## src/rtl/swc_pkg.sv

```systemverilog
package swc_pkg;
  typedef enum logic [2:0] {
    ST_RUN        = 3'd0,
    ST_HALT       = 3'd1,
    ST_MWAIT      = 3'd2,
    ST_MWAIT_IRQ  = 3'd3,
    ST_WAIT_START = 3'd4
  } act_state_t;

  localparam int EV_NMI  = 0;
  localparam int EV_SMI  = 1;
  localparam int EV_INIT = 2;
  localparam int N_EVT   = 3;
endpackage

```

## src/rtl/swc_event_latch.sv

```systemverilog
module swc_event_latch
  import swc_pkg::*;
(
  input  logic             clk,
  input  logic             rst,
  input  logic [N_EVT-1:0] req,
  input  logic [N_EVT-1:0] ack,
  input  logic [N_EVT-1:0] mask_set,
  input  logic             unmask_all,
  output logic [N_EVT-1:0] pend_q,
  output logic [N_EVT-1:0] mask_q
);
  for (genvar i = 0; i < N_EVT; i++) begin : g_evt
    // only INIT is refused while masked; the others always latch
    localparam bit GATED = (i == EV_INIT);
    logic take;
    assign take = req[i] & (GATED ? ~mask_q[i] : 1'b1);

    always_ff @(posedge clk) begin
      if (rst) begin
        pend_q[i] <= 1'b0;
        mask_q[i] <= 1'b0;
      end else begin
        if (take)        pend_q[i] <= 1'b1;
        else if (ack[i]) pend_q[i] <= 1'b0;
        if (unmask_all)  mask_q[i] <= 1'b0;
        else             mask_q[i] <= mask_q[i] | mask_set[i];
      end
    end
  end
endmodule

```

## src/rtl/swc_wake_qual.sv

```systemverilog
module swc_wake_qual
  import swc_pkg::*;
(
  input  act_state_t       cur,
  input  logic             intr_req,
  input  logic             lic_req,
  input  logic             if_flag,
  input  logic [N_EVT-1:0] pend,
  input  logic [N_EVT-1:0] mask,
  input  logic             mon_hit,
  input  logic             sipi_valid,
  output logic             evt_wake,
  output logic             mhit_wake,
  output logic             start_go,
  output logic             start_ign
);
  logic in_mwait, sleeping, irq_ok, live_evt;

  always_comb begin
    in_mwait  = (cur == ST_MWAIT) || (cur == ST_MWAIT_IRQ);
    sleeping  = in_mwait || (cur == ST_HALT);
    irq_ok    = (intr_req | lic_req) & (if_flag | (cur == ST_MWAIT_IRQ));
    live_evt  = |(pend & ~mask);
    evt_wake  = sleeping & (irq_ok | live_evt);
    mhit_wake = in_mwait & mon_hit;
    start_go  = sipi_valid & (cur == ST_WAIT_START);
    start_ign = sipi_valid & (cur != ST_WAIT_START);
  end
endmodule

```

## src/rtl/swc_state_fsm.sv

```systemverilog
module swc_state_fsm
  import swc_pkg::*;
#(
  parameter int VEC_W     = 8,
  parameter int SEL_SHIFT = 8,
  parameter int IP_W      = 32,
  localparam int CS_W     = VEC_W + SEL_SHIFT
)(
  input  logic             clk,
  input  logic             rst,
  input  logic             sleep_req,
  input  logic [2:0]       sleep_kind,
  input  logic             evt_wake,
  input  logic             mhit_wake,
  input  logic             start_go,
  input  logic             start_ign,
  input  logic [VEC_W-1:0] sipi_vec,
  output act_state_t       cur,
  output logic             wake,
  output logic             clr_inhibit,
  output logic             mon_reset,
  output logic             start_load,
  output logic [CS_W-1:0]  start_cs,
  output logic [IP_W-1:0]  start_ip,
  output logic             sipi_ignored
);
  logic kind_ok, from_mwait;

  always_comb begin
    kind_ok    = (sleep_kind >= 3'd1) && (sleep_kind <= 3'd4);
    from_mwait = (cur == ST_MWAIT) || (cur == ST_MWAIT_IRQ);
  end

  always_ff @(posedge clk) begin
    if (rst) begin
      cur          <= ST_RUN;
      wake         <= 1'b0;
      clr_inhibit  <= 1'b0;
      mon_reset    <= 1'b0;
      start_load   <= 1'b0;
      start_cs     <= '0;
      start_ip     <= '0;
      sipi_ignored <= 1'b0;
    end else begin
      wake         <= 1'b0;
      clr_inhibit  <= 1'b0;
      mon_reset    <= 1'b0;
      start_load   <= 1'b0;
      sipi_ignored <= start_ign;
      if (evt_wake || mhit_wake) begin
        cur         <= ST_RUN;
        wake        <= 1'b1;
        clr_inhibit <= 1'b1;
        mon_reset   <= evt_wake & from_mwait;
      end else if (start_go) begin
        cur        <= ST_RUN;
        wake       <= 1'b1;
        start_load <= 1'b1;
        start_cs   <= {sipi_vec, {SEL_SHIFT{1'b0}}};
        start_ip   <= '0;
      end else if (cur == ST_RUN && sleep_req && kind_ok) begin
        cur <= act_state_t'(sleep_kind);
      end
    end
  end
endmodule

```

## src/rtl/sleep_wake_ctrl.sv

```systemverilog
module sleep_wake_ctrl
  import swc_pkg::*;
#(
  parameter int VEC_W     = 8,
  parameter int SEL_SHIFT = 8,
  parameter int IP_W      = 32,
  localparam int CS_W     = VEC_W + SEL_SHIFT
)(
  input  logic             clk,
  input  logic             rst,
  input  logic             sleep_req,
  input  logic [2:0]       sleep_kind,
  input  logic             intr_req,
  input  logic             lic_req,
  input  logic             if_flag,
  input  logic             nmi_req,
  input  logic             smi_req,
  input  logic             init_req,
  input  logic [2:0]       evt_ack,
  input  logic [2:0]       mask_set,
  input  logic             mon_hit,
  input  logic             sipi_valid,
  input  logic [VEC_W-1:0] sipi_vec,
  output logic [2:0]       state,
  output logic             wake,
  output logic             clr_inhibit,
  output logic             mon_reset,
  output logic             start_load,
  output logic [CS_W-1:0]  start_cs,
  output logic [IP_W-1:0]  start_ip,
  output logic             sipi_ignored,
  output logic [2:0]       evt_pend,
  output logic [2:0]       evt_mask
);
  act_state_t       cur;
  logic [N_EVT-1:0] req;
  logic             evt_wake, mhit_wake, start_go, start_ign;

  always_comb begin
    req          = '0;
    req[EV_NMI]  = nmi_req;
    req[EV_SMI]  = smi_req;
    req[EV_INIT] = init_req;
  end

  swc_event_latch u_evt (
    .clk(clk), .rst(rst), .req(req), .ack(evt_ack), .mask_set(mask_set),
    .unmask_all(start_go), .pend_q(evt_pend), .mask_q(evt_mask)
  );

  swc_wake_qual u_qual (
    .cur(cur), .intr_req(intr_req), .lic_req(lic_req), .if_flag(if_flag),
    .pend(evt_pend), .mask(evt_mask), .mon_hit(mon_hit), .sipi_valid(sipi_valid),
    .evt_wake(evt_wake), .mhit_wake(mhit_wake), .start_go(start_go),
    .start_ign(start_ign)
  );

  swc_state_fsm #(.VEC_W(VEC_W), .SEL_SHIFT(SEL_SHIFT), .IP_W(IP_W)) u_fsm (
    .clk(clk), .rst(rst), .sleep_req(sleep_req), .sleep_kind(sleep_kind),
    .evt_wake(evt_wake), .mhit_wake(mhit_wake), .start_go(start_go),
    .start_ign(start_ign), .sipi_vec(sipi_vec), .cur(cur), .wake(wake),
    .clr_inhibit(clr_inhibit), .mon_reset(mon_reset), .start_load(start_load),
    .start_cs(start_cs), .start_ip(start_ip), .sipi_ignored(sipi_ignored)
  );

  assign state = cur;
endmodule

```

## config.mk

```make
export PLATFORM = sky130hd
export DESIGN_NAME = sleep_wake_ctrl
export DESIGN_NICKNAME = d
export VERILOG_FILES = /design/src/rtl/swc_pkg.sv /design/src/rtl/swc_event_latch.sv /design/src/rtl/swc_wake_qual.sv /design/src/rtl/swc_state_fsm.sv /design/src/rtl/sleep_wake_ctrl.sv
export SDC_FILE = /design/constraint.sdc
export NUM_CORES = 1
export LEC_CHECK = 0
export BUFFER_PORTS_ARGS = -buffer_cell sky130_fd_sc_hd__clkbuf_2
export CAP_MARGIN = 20
export CORE_ASPECT_RATIO = 0.5
export CORE_MARGIN = 5
export CORE_UTILIZATION = 35
export CTS_BUF_LIST = sky130_fd_sc_hd__clkbuf_4 sky130_fd_sc_hd__clkbuf_8 sky130_fd_sc_hd__clkbuf_16
export DETAILED_ROUTE_END_ITERATION = 7
export PLACE_DENSITY_LB_ADDON = 0.15
export REMOVE_ABC_BUFFERS = 1
export SKIP_LAST_GASP = 1
export SLEW_MARGIN = 20
export SYNTH_ARGS = -nofsm -noshare
export SYNTH_HDL_FRONTEND = slang
export SYNTH_SLANG_ARGS = --single-unit
```

## constraint.sdc

```tcl
create_clock -name clk -period 1.5 [get_ports clk]
set_input_delay 0.3 -clock clk [delete_from_list [all_inputs] [get_ports clk]]
set_output_delay 0.3 -clock clk [all_outputs]
set_load 0.1 [all_outputs]
```

==> impl_metrics.ini <==
[status]
outcome = finished, final reports clean

[finish]
drive_gt1_share_pct = 33.3
nFillCells = 320
syn2layout_area_growth_pct = 25.4
instances_no_fill = 229
stdcell_area_um2 = 1410
diodes = 0
nNetsFinal = 218

[clock_tree]
holdBufCountCts = 0
htreeDepth = 1
cts_resized = 0
cts_sinks = 22
cts_tree = yes
cts-root-buf = clkbuf_8
cts.clk_slew.worst_paths_ps = 80
postCtsSetupBuffers = 0
numCtsBuffers = 3
worst_skew_pair.late_latency_ps = 260
cts_buffer_depth = 2

[route]
num_vias = 939
wl_per_cell_um = 10.5
drc_errors = 0
ant_nets = 0
wirelength_um = 2410
viasPerCell = 4.10
first_pass_iters = 4
drt-initial-drc-count = 20

[timing]
worst_pin_slew_ps = 544
min_period_ps = 1450
clock_skew_ps = 2.53
slew_headroom_pct = 63.9
final_hold_viol_count = 0
rsz0062_at_grt = false
period_share_pct = 96.7
setup_violations = 0
drv_slew = 0
fmax_mhz = 690
fin_hold_ws_ps = 237
setup_ws_ps = 49.7

[logic_synthesis]
synth_area_um2 = 1120
syn_inst = 134
yosysSeqAreaShare_pct = 39.3
synth_cell_types = 26
yosys_warnings = 0
ys_seq_elements = 22
syn_avg_cell_area_um2 = 8.37

[global_route]
grt_overflow = 0
grt_pass1_vias = 809
grt_pass1_wl_um = 3420
grtUsageTotal_pct = 9.68
antenna_found_initial = 0
grt_max_degree = 14

[worst_hold_path]
hold_path.class = input port to register

[worst_setup_path]
worstSetupEndpointType = register
setup.worst_path.start_class = register
crit_fanout = 5
path_class = register to register
worst_ep_required_time_ps = 1650
arrival_ps = 1600

[floorplan]
io_pins = 90
die-area_um2 = 4500
core_area_um2 = 3030
dieHeight_um = 50.0
initial_core_util_pct = 37.0
die_w_um = 90.0
rows = 14

[placed_design]
dp_slack_ps = 42.3
finalWeightedCongestion = 0.845
postPlaceCellArea_um2 = 1350
dp_cells = 225
dp_hpwl_um = 2020
port_buffers = 49

[job]
cap_violations = 0

[pwr]
ir_drop_mv = 0.604
power_density_nw_per_um2 = 1360
power.leakage_uw = 0.000726
[cells in the final DEF, fill, tap and decap left out, drive strengths merged]
cell type / n
o22ai: 1
buf: 14
a31o: 1
o22a: 1
a211oi: 2
nor3: 1
and3: 2
o21ai: 1
nand2: 17
nor2: 7
conb: 40
o21a: 3
a21oi: 14
inv: 6
clkbuf: 45
nand3: 1
and4b: 1
a311o: 2
nand2b: 2
o221ai: 1
and3b: 1
dfxtp: 22
or2: 1
nor2b: 2
o311a: 1
[kinds of logic after synthesis]
group	synth area share, %
AND/OR/NAND/NOR	14.5
flip-flops	39.3
other	0.335
AO/OA/AOI/OAI	15.6
buffers and inverters	30.2
[Yosys cell counts]
library cell / number / share of area (%)
conb_1: 1 / 0.33
nand2_1: 17 / 5.7
and3b_1: 1 / 0.78
o221ai_1: 1 / 0.78
a31o_2: 1 / 0.78
and4b_1: 1 / 0.89
a21oi_1: 14 / 6.3
or2_2: 1 / 0.56
nand3_1: 1 / 0.45
o22ai_1: 1 / 0.56
o21ai_0: 1 / 0.45
o311a_1: 1 / 0.89
buf_2: 1 / 0.45
buf_4: 41 / 27
nor2_1: 7 / 2.3
and3_1: 2 / 1.1
o21a_1: 3 / 2.0
nor3_1: 1 / 0.45
inv_1: 6 / 2.0
a311o_1: 2 / 1.8
a211oi_1: 2 / 1.3
clkbuf_1: 1 / 0.33
o22a_1: 1 / 0.78
nand2b_1: 2 / 1.1
nor2b_1: 2 / 1.1
dfxtp_1: 22 / 39
[worst max-delay path: stages, from the launching register on]
cell,delay (ps)
dfxtp_2,340
and3b_1,170
o22a_1,160
or2_2,340
a311o_1,320
[state kept, by name, indices dropped and copies added, names as in the netlist]
name,cells
u_evt.mask_q,3
u_evt.pend_q,3
u_fsm.clr_inhibit,1
u_fsm.cur,3
u_fsm.mon_reset,1
u_fsm.sipi_ignored,1
u_fsm.start_cs,8
u_fsm.start_load,1
u_fsm.wake,1
[per-stage QoR]
stage	setup TNS [ps]	total power, uW	util [%]
after global routing	0	1980	46.4
after detailed placement	0	1510	44.5
after global placement	0	1510	44.5
after CTS	0	1940	46.3
final	0	1910	46.4
after floorplan	-7190	1380	-
[layout make-up]
class                      count  area (um2)  area share [%]
multi-input combinational    102         488            34.7
sequential                    22         443            31.5
timing repair buffer          55         348            24.7
clock buffer                   4        55.1            3.91
tap                           40        50.0            3.56
inverter                       6        22.5            1.60
[routing by layer]
metal	wire, um	share of wire [%]	GRT usage (%)	vias to the layer above
met2	1160	48	17.1	55
met5	0	0	0	-
li1	-	-	-	470
met3	290	12	4.86	2
met1	933	39	9.67	412
met4	27	1.1	4.46	0
[final timing paths]
check	start	end	slack [ps]	cells after the start
worst min-delay path	mask_set[0]	u_evt.mask_q[0]	240	2
worst max-delay path	u_fsm.cur[0]	u_fsm.wake	50	4
worst max register to register	u_fsm.cur[0]	u_fsm.wake	50	4
worst min register to register	u_fsm.start_cs[15]	u_fsm.start_cs[15]	460	2
[where the power goes]
| group | total (uW) | switching (uW) | internal (uW) |
|---|---|---|---|
| combinational | 866 | 748 | 118 |
| clock | 413 | 180 | 234 |
| sequential | 635 | 18.8 | 616 |
(Power assumes the default switching activity.)
